[src/rtl/opd_pkg.sv]
package opd_pkg;
    typedef enum logic [1:0] {PX_NONE = 2'd0, PX_IX = 2'd1, PX_IY = 2'd2} pfx_e;
    typedef enum logic [1:0] {S_OPC = 2'd0, S_LO = 2'd1, S_HI = 2'd2} st_e;
    localparam int SEL_W = 4;
    localparam logic [SEL_W-1:0] SEL_MEM = 4'd6;
    localparam logic [SEL_W-1:0] SEL_IXH = 4'd8;
    localparam logic [SEL_W-1:0] SEL_IXL = 4'd9;
    localparam logic [SEL_W-1:0] SEL_IYH = 4'd10;
    localparam logic [SEL_W-1:0] SEL_IYL = 4'd11;
endpackage

[src/rtl/opd_regmap.sv]
module opd_regmap
    import opd_pkg::*;
(
    input  logic [2:0]       code,
    input  pfx_e             pfx,
    output logic [SEL_W-1:0] sel,
    output logic             mem
);
    always_comb begin
        mem = 1'b0;
        sel = {1'b0, code};
        unique case (code)
            3'd6: begin
                mem = 1'b1;
                sel = SEL_MEM;
            end
            3'd4: begin
                if (pfx == PX_IX)      sel = SEL_IXH;
                else if (pfx == PX_IY) sel = SEL_IYH;
            end
            3'd5: begin
                if (pfx == PX_IX)      sel = SEL_IXL;
                else if (pfx == PX_IY) sel = SEL_IYL;
            end
            default: ;
        endcase
    end
endmodule

[src/rtl/opd_operand_asm.sv]
module opd_operand_asm #(
    parameter int BYTE_W = 8
) (
    input  logic [1:0]          len,
    input  logic [BYTE_W-1:0]   lo,
    input  logic [BYTE_W-1:0]   hi,
    output logic [2*BYTE_W-1:0] word,
    output logic [BYTE_W-1:0]   imm
);
    always_comb begin
        unique case (len)
            2'd0: begin
                word = '0;
                imm  = '0;
            end
            2'd1: begin
                word = {{BYTE_W{lo[BYTE_W-1]}}, lo};
                imm  = lo;
            end
            default: begin
                word = {hi, lo};
                imm  = lo;
            end
        endcase
    end
endmodule

[src/rtl/opnd_decoder.sv]
module opnd_decoder
    import opd_pkg::*;
#(
    parameter int          BYTE_W  = 8,
    parameter logic [7:0]  PFX_IXB = 8'hDD,
    parameter logic [7:0]  PFX_IYB = 8'hFD
) (
    input  logic                  clk,
    input  logic                  rst_n,
    input  logic                  in_valid,
    input  logic [BYTE_W-1:0]     in_byte,
    input  logic [1:0]            in_len,
    output logic                  o_done,
    output logic [SEL_W-1:0]      o_dst_sel,
    output logic [SEL_W-1:0]      o_src_sel,
    output logic                  o_dst_mem,
    output logic                  o_src_mem,
    output logic [1:0]            o_pfx,
    output logic [BYTE_W-1:0]     o_imm,
    output logic [2*BYTE_W-1:0]   o_word
);
    localparam int WORD_W = 2 * BYTE_W;
    localparam int NFLD   = 2;

    st_e  st, st_nx;
    pfx_e pfx_q;
    logic [1:0]        len_q;
    logic [BYTE_W-1:0] lo_q;

    logic [SEL_W-1:0] map_sel [NFLD];
    logic             map_mem [NFLD];
    logic [SEL_W-1:0] pend_sel [NFLD];
    logic             pend_mem [NFLD];
    pfx_e             pend_pfx;

    logic is_pfx, finish;
    logic [1:0]        len_eff;
    logic [BYTE_W-1:0] asm_lo;
    logic [WORD_W-1:0] asm_word;
    logic [BYTE_W-1:0] asm_imm;

    // field 0 = destination bits 5:3, field 1 = source bits 2:0
    for (genvar gi = 0; gi < NFLD; gi++) begin : g_fld
        opd_regmap u_map (
            .code (in_byte[5-3*gi -: 3]),
            .pfx  (pfx_q),
            .sel  (map_sel[gi]),
            .mem  (map_mem[gi])
        );
    end

    assign is_pfx  = (st == S_OPC) && ((in_byte == PFX_IXB) || (in_byte == PFX_IYB));
    assign len_eff = (st == S_OPC) ? in_len : len_q;
    assign asm_lo  = (st == S_LO) ? in_byte : lo_q;
    assign finish  = in_valid && (((st == S_OPC) && !is_pfx && (in_len == 2'd0)) ||
                                  ((st == S_LO) && (len_q == 2'd1)) ||
                                  (st == S_HI));

    opd_operand_asm #(.BYTE_W(BYTE_W)) u_asm (
        .len  (len_eff),
        .lo   (asm_lo),
        .hi   (in_byte),
        .word (asm_word),
        .imm  (asm_imm)
    );

    always_comb begin
        st_nx = st;
        if (in_valid) begin
            unique case (st)
                S_OPC: if (!is_pfx && (in_len != 2'd0)) st_nx = S_LO;
                S_LO:  st_nx = (len_q == 2'd1) ? S_OPC : S_HI;
                S_HI:  st_nx = S_OPC;
                default: st_nx = S_OPC;
            endcase
        end
    end

    // state register
    always_ff @(posedge clk or negedge rst_n) begin
        if (!rst_n) st <= S_OPC;
        else        st <= st_nx;
    end

    // working registers and outputs
    always_ff @(posedge clk or negedge rst_n) begin
        if (!rst_n) begin
            pfx_q     <= PX_NONE;
            len_q     <= 2'd0;
            lo_q      <= '0;
            pend_pfx  <= PX_NONE;
            for (int i = 0; i < NFLD; i++) begin
                pend_sel[i] <= '0;
                pend_mem[i] <= 1'b0;
            end
            o_done    <= 1'b0;
            o_dst_sel <= '0;
            o_src_sel <= '0;
            o_dst_mem <= 1'b0;
            o_src_mem <= 1'b0;
            o_pfx     <= 2'd0;
            o_imm     <= '0;
            o_word    <= '0;
        end else begin
            o_done <= finish;
            if (in_valid && (st == S_OPC)) begin
                if (is_pfx) begin
                    pfx_q <= (in_byte == PFX_IXB) ? PX_IX : PX_IY;
                end else begin
                    pfx_q    <= PX_NONE;
                    len_q    <= in_len;
                    pend_pfx <= pfx_q;
                    for (int i = 0; i < NFLD; i++) begin
                        pend_sel[i] <= map_sel[i];
                        pend_mem[i] <= map_mem[i];
                    end
                end
            end
            if (in_valid && (st == S_LO)) lo_q <= in_byte;
            if (finish) begin
                if (st == S_OPC) begin
                    o_dst_sel <= map_sel[0];
                    o_src_sel <= map_sel[1];
                    o_dst_mem <= map_mem[0];
                    o_src_mem <= map_mem[1];
                    o_pfx     <= pfx_q;
                end else begin
                    o_dst_sel <= pend_sel[0];
                    o_src_sel <= pend_sel[1];
                    o_dst_mem <= pend_mem[0];
                    o_src_mem <= pend_mem[1];
                    o_pfx     <= pend_pfx;
                end
                o_word <= asm_word;
                o_imm  <= asm_imm;
            end
        end
    end
endmodule

[config.mk]
export PLATFORM = sky130hd
export DESIGN_NAME = opnd_decoder
export DESIGN_NICKNAME = d
export VERILOG_FILES = /design/src/rtl/opd_pkg.sv /design/src/rtl/opd_regmap.sv /design/src/rtl/opd_operand_asm.sv /design/src/rtl/opnd_decoder.sv
export SDC_FILE = /design/constraint.sdc
export NUM_CORES = 1
export LEC_CHECK = 0
export BUFFER_PORTS_ARGS = -buffer_cell sky130_fd_sc_hd__buf_2
export CAP_MARGIN = 5
export CORE_MARGIN = 2
export CORE_UTILIZATION = 40
export DETAILED_ROUTE_END_ITERATION = 8
export PLACE_DENSITY_LB_ADDON = 0.2
export SYNTH_ARGS = -nofsm -noshare
export SYNTH_HDL_FRONTEND = slang
export SYNTH_SLANG_ARGS = --single-unit
[constraint.sdc]
create_clock -name clk -period 2.3 [get_ports clk]
set_input_delay 0.69 -clock clk [delete_from_list [all_inputs] [get_ports clk]]
set_output_delay 0.69 -clock clk [all_outputs]
set_load 0.005 [all_outputs]
==> flow_summary.toml, run 1 <==
[route]
antenna_violating_nets_post_route = 0
drcViolationCount = 0
routed_wire_length_per_instance_um = 14.6
dr.first_iter.drc_count = 130
wl_um = 6270
via_per_inst = 4.95
first_pass_detailed_route_iteration_total = 4
route.vias.total = 2120

[global_route]
wire_length_of_the_first_global_routing_pass_um = 10400
global_route.overflow_total = 0
grt_start_max_net_pins = 64
grt_antenna_before_repair = 0
grt.total_usage_pct = 17.8
grt_pass1_vias = 2106

[pwr]
power_leakage_uw = 0.00165
net_switching_share_of_the_total_power_pct = 34.2
share_seq_of_total_power_pct = 41.1
net-switching-power_uw = 1500
power.internal_uw = 2890
clockPowerShare_pct = 21.7
p_comb_share_pct = 37.2
vdd.ir_drop.worst_mv = 0.519
powerDensity_nw_per_um2 = 1260

[timing]
post-route-period-util_pct = 83.6
timing_max_transition_violations_final = 0
tightestPinTransition_ns = 0.657
final_critical_path_setup_slack_ns = 0.377
max_clock_freq_mhz = 520
unrepaired_setup_endpoints_after_global_routing = "false"
final.setup_skew_ns = 0.00917
timing.setup.tns_ns = 0
finalHoldViolCount = 0
layout_min_cycle_time_ns = 1.92
headroom_to_the_max_slew_limit_pct = 56.2
final-setup-viol-count = 0

[status]
status = "finished clean"

[job]
maxCapViolations = 0

[worst_setup_path]
reg2reg_to = "o_src_sel[2]"
critical_path_data_required_time_ns = 2.52
worstRegToRegCells = 5
timing.rr.start = "st[0]"
cp-start-kind = "flop"
regToRegSetupSlack_ns = 0.38
crit_path_category = "reg2reg"
crit_path_max_fanout = 17
cp_data_arrival_time_ns = 2.15
critical_path.endpoint_type = "flop"

[floorplan]
die_w_um = 88.5
initial_utilization_pct = 41.8
row_cnt = 30
ioPinCount = 50
die_height_um = 88.5
die-area_um2 = 7830
placeableCoreArea_um2 = 6830

[final_layout]
antenna_cells = 0
area_of_combinational_cells_with_multiple_inputs_um2 = 1120
syn2layout_area_growth_pct = 22.3
seq_area_um2 = 1580
most-common-layout-cells = "sky130_fd_sc_hd__dfrtp_1 (63), sky130_fd_sc_hd__buf_2 (49), sky130_fd_sc_hd__o21ai_0 (40), sky130_fd_sc_hd__inv_1 (29), sky130_fd_sc_hd__nand2_1 (29)"
nFillCells = 681
drive_above_1_share_pct = 34.0
layout_commonest_cell = "sky130_fd_sc_hd__dfrtp_1"
num-nets-final = 342

[cts]
clock_tree_from_tritoncts = "yes"
resize_count_post_cts = 0
cts_setup_buffers = 0
cts-buffers-inserted = 9
h-tree-depth = 3
hold_buffers = 0
clock_latency_ns = 0.34
clock_sinks = 63
cts.clk_slew.worst_paths_ns = 0.07
clk_path_buf_depth = 2
root_buffer = "sky130_fd_sc_hd__clkbuf_8"

[logic_synthesis]
seq_area_frac_synth_pct = 55.2
synth.lib_cells_used.distinct = 30
synth-warning-count = 0
syn-instance-count = 264
synthesis.nets = 279
flop_and_latch_count_out_of_synthesis = 63
yosys_most_used_dff = "sky130_fd_sc_hd__dfrtp_1"
post_synth_edffs = 0
share_of_flip_flops_with_an_asynchronous_set_or_reset_pct = 100
synth.cell_area_um2 = 2850
postSynthAreaPerCell_um2 = 10.8

[placement]
place_hpwl_um = 4230
gp_routability_congestion = 0.784
port_buffers = 49
dpl_worst_slack_ns = 0.218

[min_path]
tightest_hold_check_type = "in2async"
-- state kept, by name, indices dropped and copies added (netlist names) --
| register | count |
|---|---|
| o_pfx | 2 |
| len_q | 2 |
| o_dst_sel | 4 |
| pend_sel | 8 |
| st | 2 |
| pend_mem | 2 |
| pfx_q | 2 |
| o_src_mem | 1 |
| o_src_sel | 4 |
| pend_pfx | 2 |
| o_dst_mem | 1 |
| o_imm | 8 |
| lo_q | 8 |
| o_done | 1 |
| o_word | 16 |
-- layer usage --
| metal | routed length (µm) | track usage, % | part of all wire [%] | up-vias |
|---|---|---|---|---|
| li1 | - | - | - | 1030 |
| met1 | 3050 | 24.0 | 49 | 1038 |
| met2 | 2880 | 27.5 | 46 | 45 |
| met3 | 257 | 4.20 | 4.1 | 7 |
| met4 | 81 | 7.85 | 1.3 | 0 |
| met5 | 0 | 0 | 0 | - |
-- cells in the mapped netlist, types with 2 or more instances --
cell type / instances / area [µm²]
sky130_fd_sc_hd__nand3_1: 11 / 55.1
sky130_fd_sc_hd__o21ai_0: 40 / 200
sky130_fd_sc_hd__nor2b_1: 3 / 18.8
sky130_fd_sc_hd__dfrtp_1: 63 / 1580
sky130_fd_sc_hd__ha_1: 2 / 25.0
sky130_fd_sc_hd__nand2_1: 29 / 109
sky130_fd_sc_hd__o22ai_1: 8 / 50.1
sky130_fd_sc_hd__mux2_2: 25 / 282
sky130_fd_sc_hd__a21oi_1: 4 / 20.0
sky130_fd_sc_hd__inv_1: 29 / 109
sky130_fd_sc_hd__mux2i_1: 8 / 80.1
sky130_fd_sc_hd__clkbuf_1: 5 / 18.8
sky130_fd_sc_hd__o31ai_1: 2 / 15.0
sky130_fd_sc_hd__nand2b_1: 2 / 12.5
sky130_fd_sc_hd__o2bb2ai_1: 3 / 26.3
sky130_fd_sc_hd__nor2_1: 7 / 26.3
sky130_fd_sc_hd__buf_2: 4 / 20.0
sky130_fd_sc_hd__nand3b_1: 3 / 22.5
sky130_fd_sc_hd__mux2_4: 5 / 75.1
-- worst max path at each step --
stage / start / to / slack, ns / cells past startpoint
CTS: st[0] / o_src_sel[2] / 0.40 / 5
global placement: in_len[1] / o_dst_sel[2] / 0.25 / 6
floorplan: in_valid / o_dst_mem / 0.31 / 5
detailed placement: in_byte[3] / o_src_sel[2] / 0.22 / 6
global route: st[0] / o_src_sel[2] / 0.28 / 5
finish: st[0] / o_src_sel[2] / 0.38 / 5
-- logic make-up after synthesis --
family / after synthesis / share of synthesized area (%)
simple gates: 59 / 9.69
fa+ha+maj: 2 / 0.877
compound gates: 63 / 13.3
mux: 38 / 15.3
buf+inv: 39 / 5.57
flops: 63 / 55.2
-- critical path, cell delays in order, from the launching register on --
cell,delay (ns)
sky130_fd_sc_hd__dfrtp_1,0.47
sky130_fd_sc_hd__nor2_1,0.35
sky130_fd_sc_hd__o211ai_2,0.18
sky130_fd_sc_hd__a31oi_4,0.20
sky130_fd_sc_hd__buf_4,0.25
sky130_fd_sc_hd__mux2_2,0.36
-- metrics by stage --
step	power (µW)	utilization, %	std cells	hold slack, ns	cell area (µm²)
2_1_floorplan	2840	-	264	0.394	2850
3_3_place_gp	3430	48.2	412	0.461	3290
3_5_place_dp	3470	48.2	412	0.467	3290
4_1_cts	4440	51.1	428	0.360	3490
5_1_grt	4720	51.1	428	0.375	3490
6_report	4380	51.1	428	0.358	3490
-- power groups by stage --
stage / clock network, µW / logic, µW / registers [µW]
final: 949 / 1630 / 1800
after global routing: 1030 / 1830 / 1860
after CTS: 980 / 1660 / 1810
after detailed placement: 0 / 1640 / 1820
after global placement: 0 / 1620 / 1810
after floorplan: 0 / 1020 / 1820
-- area by class of cell --
| type | instances | share of cell area, % |
|---|---|---|
| clock buffer | 10 | 3.94 |
| inverter | 29 | 3.12 |
| multi-input combinational | 162 | 32.1 |
| tap | 96 | 3.44 |
| sequential | 63 | 45.2 |
| clock inverter | 6 | 1.72 |
| timing repair buffer | 62 | 10.5 |
Note: power is estimated with default switching activity, not from simulation.
==> run 2, diff against run 1 <==
==> constraint.sdc (replaced) <==
create_clock -name clk -period 1.9 [get_ports clk]
set_input_delay 0.57 -clock clk [delete_from_list [all_inputs] [get_ports clk]]
set_output_delay 0.57 -clock clk [all_outputs]
set_load 0.005 [all_outputs]
==> run 2 against run 1 <==
Via count up 0.24%. Non-clock buffer count rose by 12. Sequential power up 21%. Critical path depth unchanged. Cell area up 3.3%. Hold slack got worse by 0.15 ns. Flip-flop and latch count unchanged. Fmax grew 14%.
==> flow_summary.toml, run 2 (synthesis gave the netlist of run 1 again) <==
[final_layout]
layout_commonest_cell = "sky130_fd_sc_hd__dfrtp_1"
seq_area_um2 = 1580
antenna_cells = 0
syn2layout_area_growth_pct = 26.3
nFillCells = 664
layout.cell_area.non_filler_um2 = 3600
num-nets-final = 354
area_of_combinational_cells_with_multiple_inputs_um2 = 1120
most-common-layout-cells = "sky130_fd_sc_hd__dfrtp_1 (63), sky130_fd_sc_hd__buf_2 (49), sky130_fd_sc_hd__o21ai_0 (40), sky130_fd_sc_hd__inv_1 (29), sky130_fd_sc_hd__nand2_1 (29)"
max_flop_register = "o_word"
drive_above_1_share_pct = 36.2
number_of_flip_flops_in_the_largest_register = 16
stdcell_count = 439
layout.core_utilization_pct = 52.7

[timing]
post-route-period-util_pct = 89.0
layout_min_cycle_time_ns = 1.69
final.setup_skew_ns = 0.0108
finalHoldViolCount = 0
headroom_to_the_max_slew_limit_pct = 64.8
final-setup-viol-count = 0
timing_max_transition_violations_final = 0
max_clock_freq_mhz = 592
timing.setup.tns_ns = 0
tightestPinTransition_ns = 0.528
unrepaired_setup_endpoints_after_global_routing = "false"

[worst_setup_path]
crit_path_max_fanout = 22
cp-start-kind = "flop"
critical_path_data_required_time_ns = 2.16
crit_path_category = "reg2reg"
cp_data_arrival_time_ns = 1.95
critical_path.endpoint_type = "flop"

[global_route]
grt_antenna_before_repair = 0
grt_start_max_net_pins = 25
grt_pass1_vias = 2115
grt.total_usage_pct = 17.9
wire_length_of_the_first_global_routing_pass_um = 10500
global_route.overflow_total = 0

[route]
via_per_inst = 4.84
routed_wire_length_per_instance_um = 14.5
dr.first_iter.drc_count = 77
antenna_violating_nets_post_route = 0
route.vias.total = 2125
wl_um = 6360
first_pass_detailed_route_iteration_total = 4
drcViolationCount = 0

[cts]
hold_buffers = 0
cts_setup_buffers = 0
clock_sinks = 63
clk_path_buf_depth = 2
resize_count_post_cts = 0
cts-buffers-inserted = 9
cts.clk_slew.worst_paths_ns = 0.07
clock_latency_ns = 0.34
h-tree-depth = 3
root_buffer = "sky130_fd_sc_hd__clkbuf_8"
clock_tree_from_tritoncts = "yes"

[floorplan]
die_height_um = 88.5
ioPinCount = 50
placeableCoreArea_um2 = 6830
row_cnt = 30
die-area_um2 = 7830
die_w_um = 88.5
initial_utilization_pct = 41.8

[min_path]
tightest_hold_check_type = "in2async"

[status]
status = "finished clean"

[placement]
gp_routability_congestion = 0.843
place_hpwl_um = 4540
placed_cell_area_um2 = 3410
port_buffers = 49
numPlacedInstances = 424

[pwr]
powerDensity_nw_per_um2 = 1510
power_leakage_uw = 0.00172
vdd.ir_drop.worst_mv = 0.680
p_total_uw = 5430

[job]
maxCapViolations = 0
[run 2: cell type report]
cell class	instances	area share (%)
Sequential cell	63	43.7
Inverter	29	3.02
Tap cell	96	3.33
Multi-Input combinational cell	162	31.0
Timing Repair Buffer	74	13.4
Clock inverter	4	1.25
Clock buffer	11	4.20
[run 2: worst max-delay path: stages (launching register included)]
cell	delay, ns
sky130_fd_sc_hd__dfrtp_1	0.46
sky130_fd_sc_hd__or2_2	0.48
sky130_fd_sc_hd__o211ai_1	0.24
sky130_fd_sc_hd__buf_4	0.19
sky130_fd_sc_hd__o22ai_1	0.09
sky130_fd_sc_hd__mux2i_1	0.14
[run 2: worst paths after layout]
path / to / slack [ns] / startpoint / cells past startpoint
max in group asynchronous: o_imm[2] / 1.19 / rst_n / 2
min in group clk: pend_sel[7] / 0.48 / pend_sel[7] / 2
setup reg to reg: o_word[8] / 0.21 / st[0] / 5
hold reg to reg: pend_sel[7] / 0.48 / pend_sel[7] / 2
setup / recovery: o_word[8] / 0.21 / st[0] / 5
hold / removal: o_dst_sel[3] / 0.21 / rst_n / 1
[run 2: layer usage]
metal / wire (µm) / vias up / GRT usage, %
li1: - / 1054 / -
met1: 3030 / 1011 / 23.5
met2: 2950 / 51 / 28.5
met3: 280 / 9 / 3.82
met4: 96 / 0 / 8.68
met5: 0 / - / 0
[run 2: through the flow]
stage | hold WS, ns | setup slack (ns)
after floorplan | 0.274 | 0.0333
after global placement | 0.460 | 0.0245
after detailed placement | 0.470 | 0.0122
after CTS | 0.214 | 0.187
after global routing | 0.235 | 0.0886
final | 0.212 | 0.210
[run 2: where the power goes]
group,total [µW],internal [µW],switching [µW]
clock network,1170,663,507
registers,2180,1890,297
logic,2080,1070,1010
total,5430,3620,1810
==> run 3, diff against run 2 <==
--- a/config.mk
+++ b/config.mk
@@ -7,10 +7,12 @@
 export LEC_CHECK = 0
 export BUFFER_PORTS_ARGS = -buffer_cell sky130_fd_sc_hd__buf_2
 export CAP_MARGIN = 5
+export CORE_ASPECT_RATIO = 0.7
 export CORE_MARGIN = 2
 export CORE_UTILIZATION = 40
 export DETAILED_ROUTE_END_ITERATION = 8
 export PLACE_DENSITY_LB_ADDON = 0.2
 export SYNTH_ARGS = -nofsm -noshare
 export SYNTH_HDL_FRONTEND = slang
+export SYNTH_HIERARCHICAL = 1
 export SYNTH_SLANG_ARGS = --single-unit
==> run 3 against run 2 <==
First-iteration DRC count is 1.3% lower. Core utilization is 1.4 points lower. Synthesized cell count fell by 12%. Clock power rose by 41%. Synthesized area rose by 12%. Critical path depth rose by 2. Critical endpoint is now o_imm[1].
==> flow_summary.toml, run 3 <==
[final_layout]
max_flop_register = "o_word"
drive_above_1_share_pct = 60.4
layout.core_utilization_pct = 51.3
antenna_cells = 0
layout.cell_area.non_filler_um2 = 4020
num-nets-final = 321
most-common-layout-cells = "sky130_fd_sc_hd__dfrtp_1 (62), sky130_fd_sc_hd__mux2_2 (50), sky130_fd_sc_hd__buf_2 (49), sky130_fd_sc_hd__mux2_4 (30), sky130_fd_sc_hd__nand2_1 (24)"
area_of_combinational_cells_with_multiple_inputs_um2 = 1520
seq_area_um2 = 1580
stdcell_count = 409
layout_commonest_cell = "sky130_fd_sc_hd__dfrtp_1"
syn2layout_area_growth_pct = 25.3
nFillCells = 722
number_of_flip_flops_in_the_largest_register = 16

[route]
antenna_violating_nets_post_route = 0
dr.first_iter.drc_count = 76
first_pass_detailed_route_iteration_total = 4
wl_um = 6510
via_per_inst = 4.78
route.vias.total = 1953
drcViolationCount = 0
routed_wire_length_per_instance_um = 15.9

[cts]
h-tree-depth = 3
root_buffer = "sky130_fd_sc_hd__clkbuf_16"
cts-buffers-inserted = 9
cts.clk_slew.worst_paths_ns = 0.05
clock_sinks = 63
clock_latency_ns = 0.33
clk_path_buf_depth = 2
clock_tree_from_tritoncts = "yes"

[timing]
headroom_to_the_max_slew_limit_pct = 76.9
final-setup-viol-count = 0
final.setup_skew_ns = 0.00350
finalHoldViolCount = 0
post-route-period-util_pct = 95.3
unrepaired_setup_endpoints_after_global_routing = "false"
max_clock_freq_mhz = 552
timing_max_transition_violations_final = 0
layout_min_cycle_time_ns = 1.81
tightestPinTransition_ns = 0.347

[pwr]
net-switching-power_uw = 1940
net_switching_share_of_the_total_power_pct = 29.5
power.internal_uw = 4630
powerDensity_nw_per_um2 = 1630
share_seq_of_total_power_pct = 33.2
clockPowerShare_pct = 25.2
p_comb_share_pct = 41.6
power_leakage_uw = 0.00198
vdd.ir_drop.worst_mv = 0.670

[worst_setup_path]
regToRegSetupSlack_ns = 0.09
critical_path_data_required_time_ns = 2.11
crit_path_max_fanout = 16
crit_path_category = "reg2reg"
critical_path.endpoint_type = "flop"
cp-start-kind = "flop"
cp_data_arrival_time_ns = 2.03

[logic_synthesis]
seq_area_frac_synth_pct = 49.1
synthesis.nets = 250
yosysTopAreaCell = "sky130_fd_sc_hd__dfrtp_1"
synthTopCellsByArea = "sky130_fd_sc_hd__dfrtp_1 (49%), sky130_fd_sc_hd__mux2_2 (18%), sky130_fd_sc_hd__mux2_4 (14%)"
synth_largest_type_area_fraction_pct = 49.1
yosys_most_used_dff = "sky130_fd_sc_hd__dfrtp_1"
syn-instance-count = 233
yosys.cell_count.top_type = "sky130_fd_sc_hd__dfrtp_1"
synth.lib_cells_used.distinct = 30
synth.cell_area_um2 = 3210
postSynthAreaPerCell_um2 = 13.8
flop_and_latch_count_out_of_synthesis = 63
synth-warning-count = 6
post_synth_most_frequent_cells = "sky130_fd_sc_hd__dfrtp_1 (63), sky130_fd_sc_hd__mux2_2 (51), sky130_fd_sc_hd__mux2_4 (29)"
share_of_flip_flops_with_an_asynchronous_set_or_reset_pct = 100
post_synth_edffs = 0

[global_route]
grt_pass1_vias = 1980
global_route.overflow_total = 0
grt_start_max_net_pins = 64
grt_antenna_before_repair = 0
wire_length_of_the_first_global_routing_pass_um = 10600
grt.total_usage_pct = 15.9

[status]
status = "finished clean"

[floorplan]
ioPinCount = 50
die_w_um = 111
row_cnt = 27
placeableCoreArea_um2 = 7840
initial_utilization_pct = 41.0
die_height_um = 79.0
die-area_um2 = 8770

[min_path]
tightest_hold_check_type = "in2async"

[job]
maxCapViolations = 0

[placement]
numPlacedInstances = 393
gp_routability_congestion = 0.743
port_buffers = 49
place_hpwl_um = 4400
placed_cell_area_um2 = 3700
## run 3: cell count changes after synthesis, sizes merged, moves of 7 or more
cell   previous run  this run
mux2             30        80
o21ai            40         2
inv              29         6
nor2b             3        16
nand3            11         2
mux2i             8         0
o22ai             8         1
## run 3: metal layers
metal | global-route usage [%] | share of wire (%) | vias to the layer above
li1 | - | - | 952
met4 | 6.42 | 2.0 | 0
met1 | 22.8 | 52 | 940
met2 | 22.0 | 41 | 48
met5 | 0 | 0 | -
met3 | 5.27 | 4.6 | 13
## run 3: final timing paths
kind / depth (start not counted) / to / from
worst max-delay path: 7 / o_imm[1] / st[0]
worst min-delay path: 2 / pend_pfx[1] / rst_n
worst max register to register: 7 / o_imm[1] / st[0]
worst min register to register: 1 / lo_q[7] / lo_q[7]
max in group asynchronous: 2 / st[0] / rst_n
min in group clk: 1 / lo_q[7] / lo_q[7]
## run 3: cell families (layout without fill, tap and decap cells)
family | Yosys count | count (layout) | synth area share [%]
mux | 80 | 80 | 31.4
flops | 63 | 63 | 49.1
simple gates | 57 | 57 | 11.0
buf+inv | 18 | 93 | 4.40
compound gates | 11 | 11 | 2.46
fa+ha+maj | 4 | 4 | 1.56
## run 3: area by class of cell
| type | count | share of cell area [%] |
|---|---|---|
| clock buffers | 12 | 6.38 |
| clock inverters | 3 | 1.06 |
| inverters | 6 | 0.560 |
| multi-input cells | 152 | 37.7 |
| flip-flops and latches | 63 | 39.2 |
| well taps | 101 | 3.14 |
| repair buffers | 72 | 11.9 |
## run 3: timing repair
action | CTS | global route
setup buffers | 0 | 1
hold buffers | 0 | 0
endpoints found under the setup margin | 0 | 24
gates resized for setup | 0 | 2
## run 3: stage by stage
step / hold WS (ns) / setup slack, ns / setup TNS [ns] / total power, µW
finish: 0.249 / 0.0891 / 0 / 6560
global route: 0.283 / 0.00406 / 0 / 7000
CTS: 0.264 / 0.0309 / 0 / 6580
detailed placement: 0.488 / -0.198 / -7.78 / 4890
global placement: 0.481 / -0.186 / -7.73 / 4830
floorplan: 0.274 / -0.0461 / -1.32 / 4170
## run 3: power by group through the flow
stage | Combinational [µW] | Sequential [µW] | Clock, µW
2_1_floorplan | 1990 | 2180 | 0
6_report | 2730 | 2180 | 1650
5_1_grt | 2990 | 2250 | 1750
4_1_cts | 2710 | 2190 | 1690
3_5_place_dp | 2690 | 2200 | 0
3_3_place_gp | 2650 | 2190 | 0
## run 3: critical path, cell delays in order, from the launching register on
cell,delay (ns)
sky130_fd_sc_hd__dfrtp_2,0.46
sky130_fd_sc_hd__nor2_4,0.15
sky130_fd_sc_hd__buf_4,0.17
sky130_fd_sc_hd__mux2_4,0.35
sky130_fd_sc_hd__nor2_8,0.10
sky130_fd_sc_hd__buf_12,0.15
sky130_fd_sc_hd__nor2b_1,0.06
sky130_fd_sc_hd__mux2_4,0.25
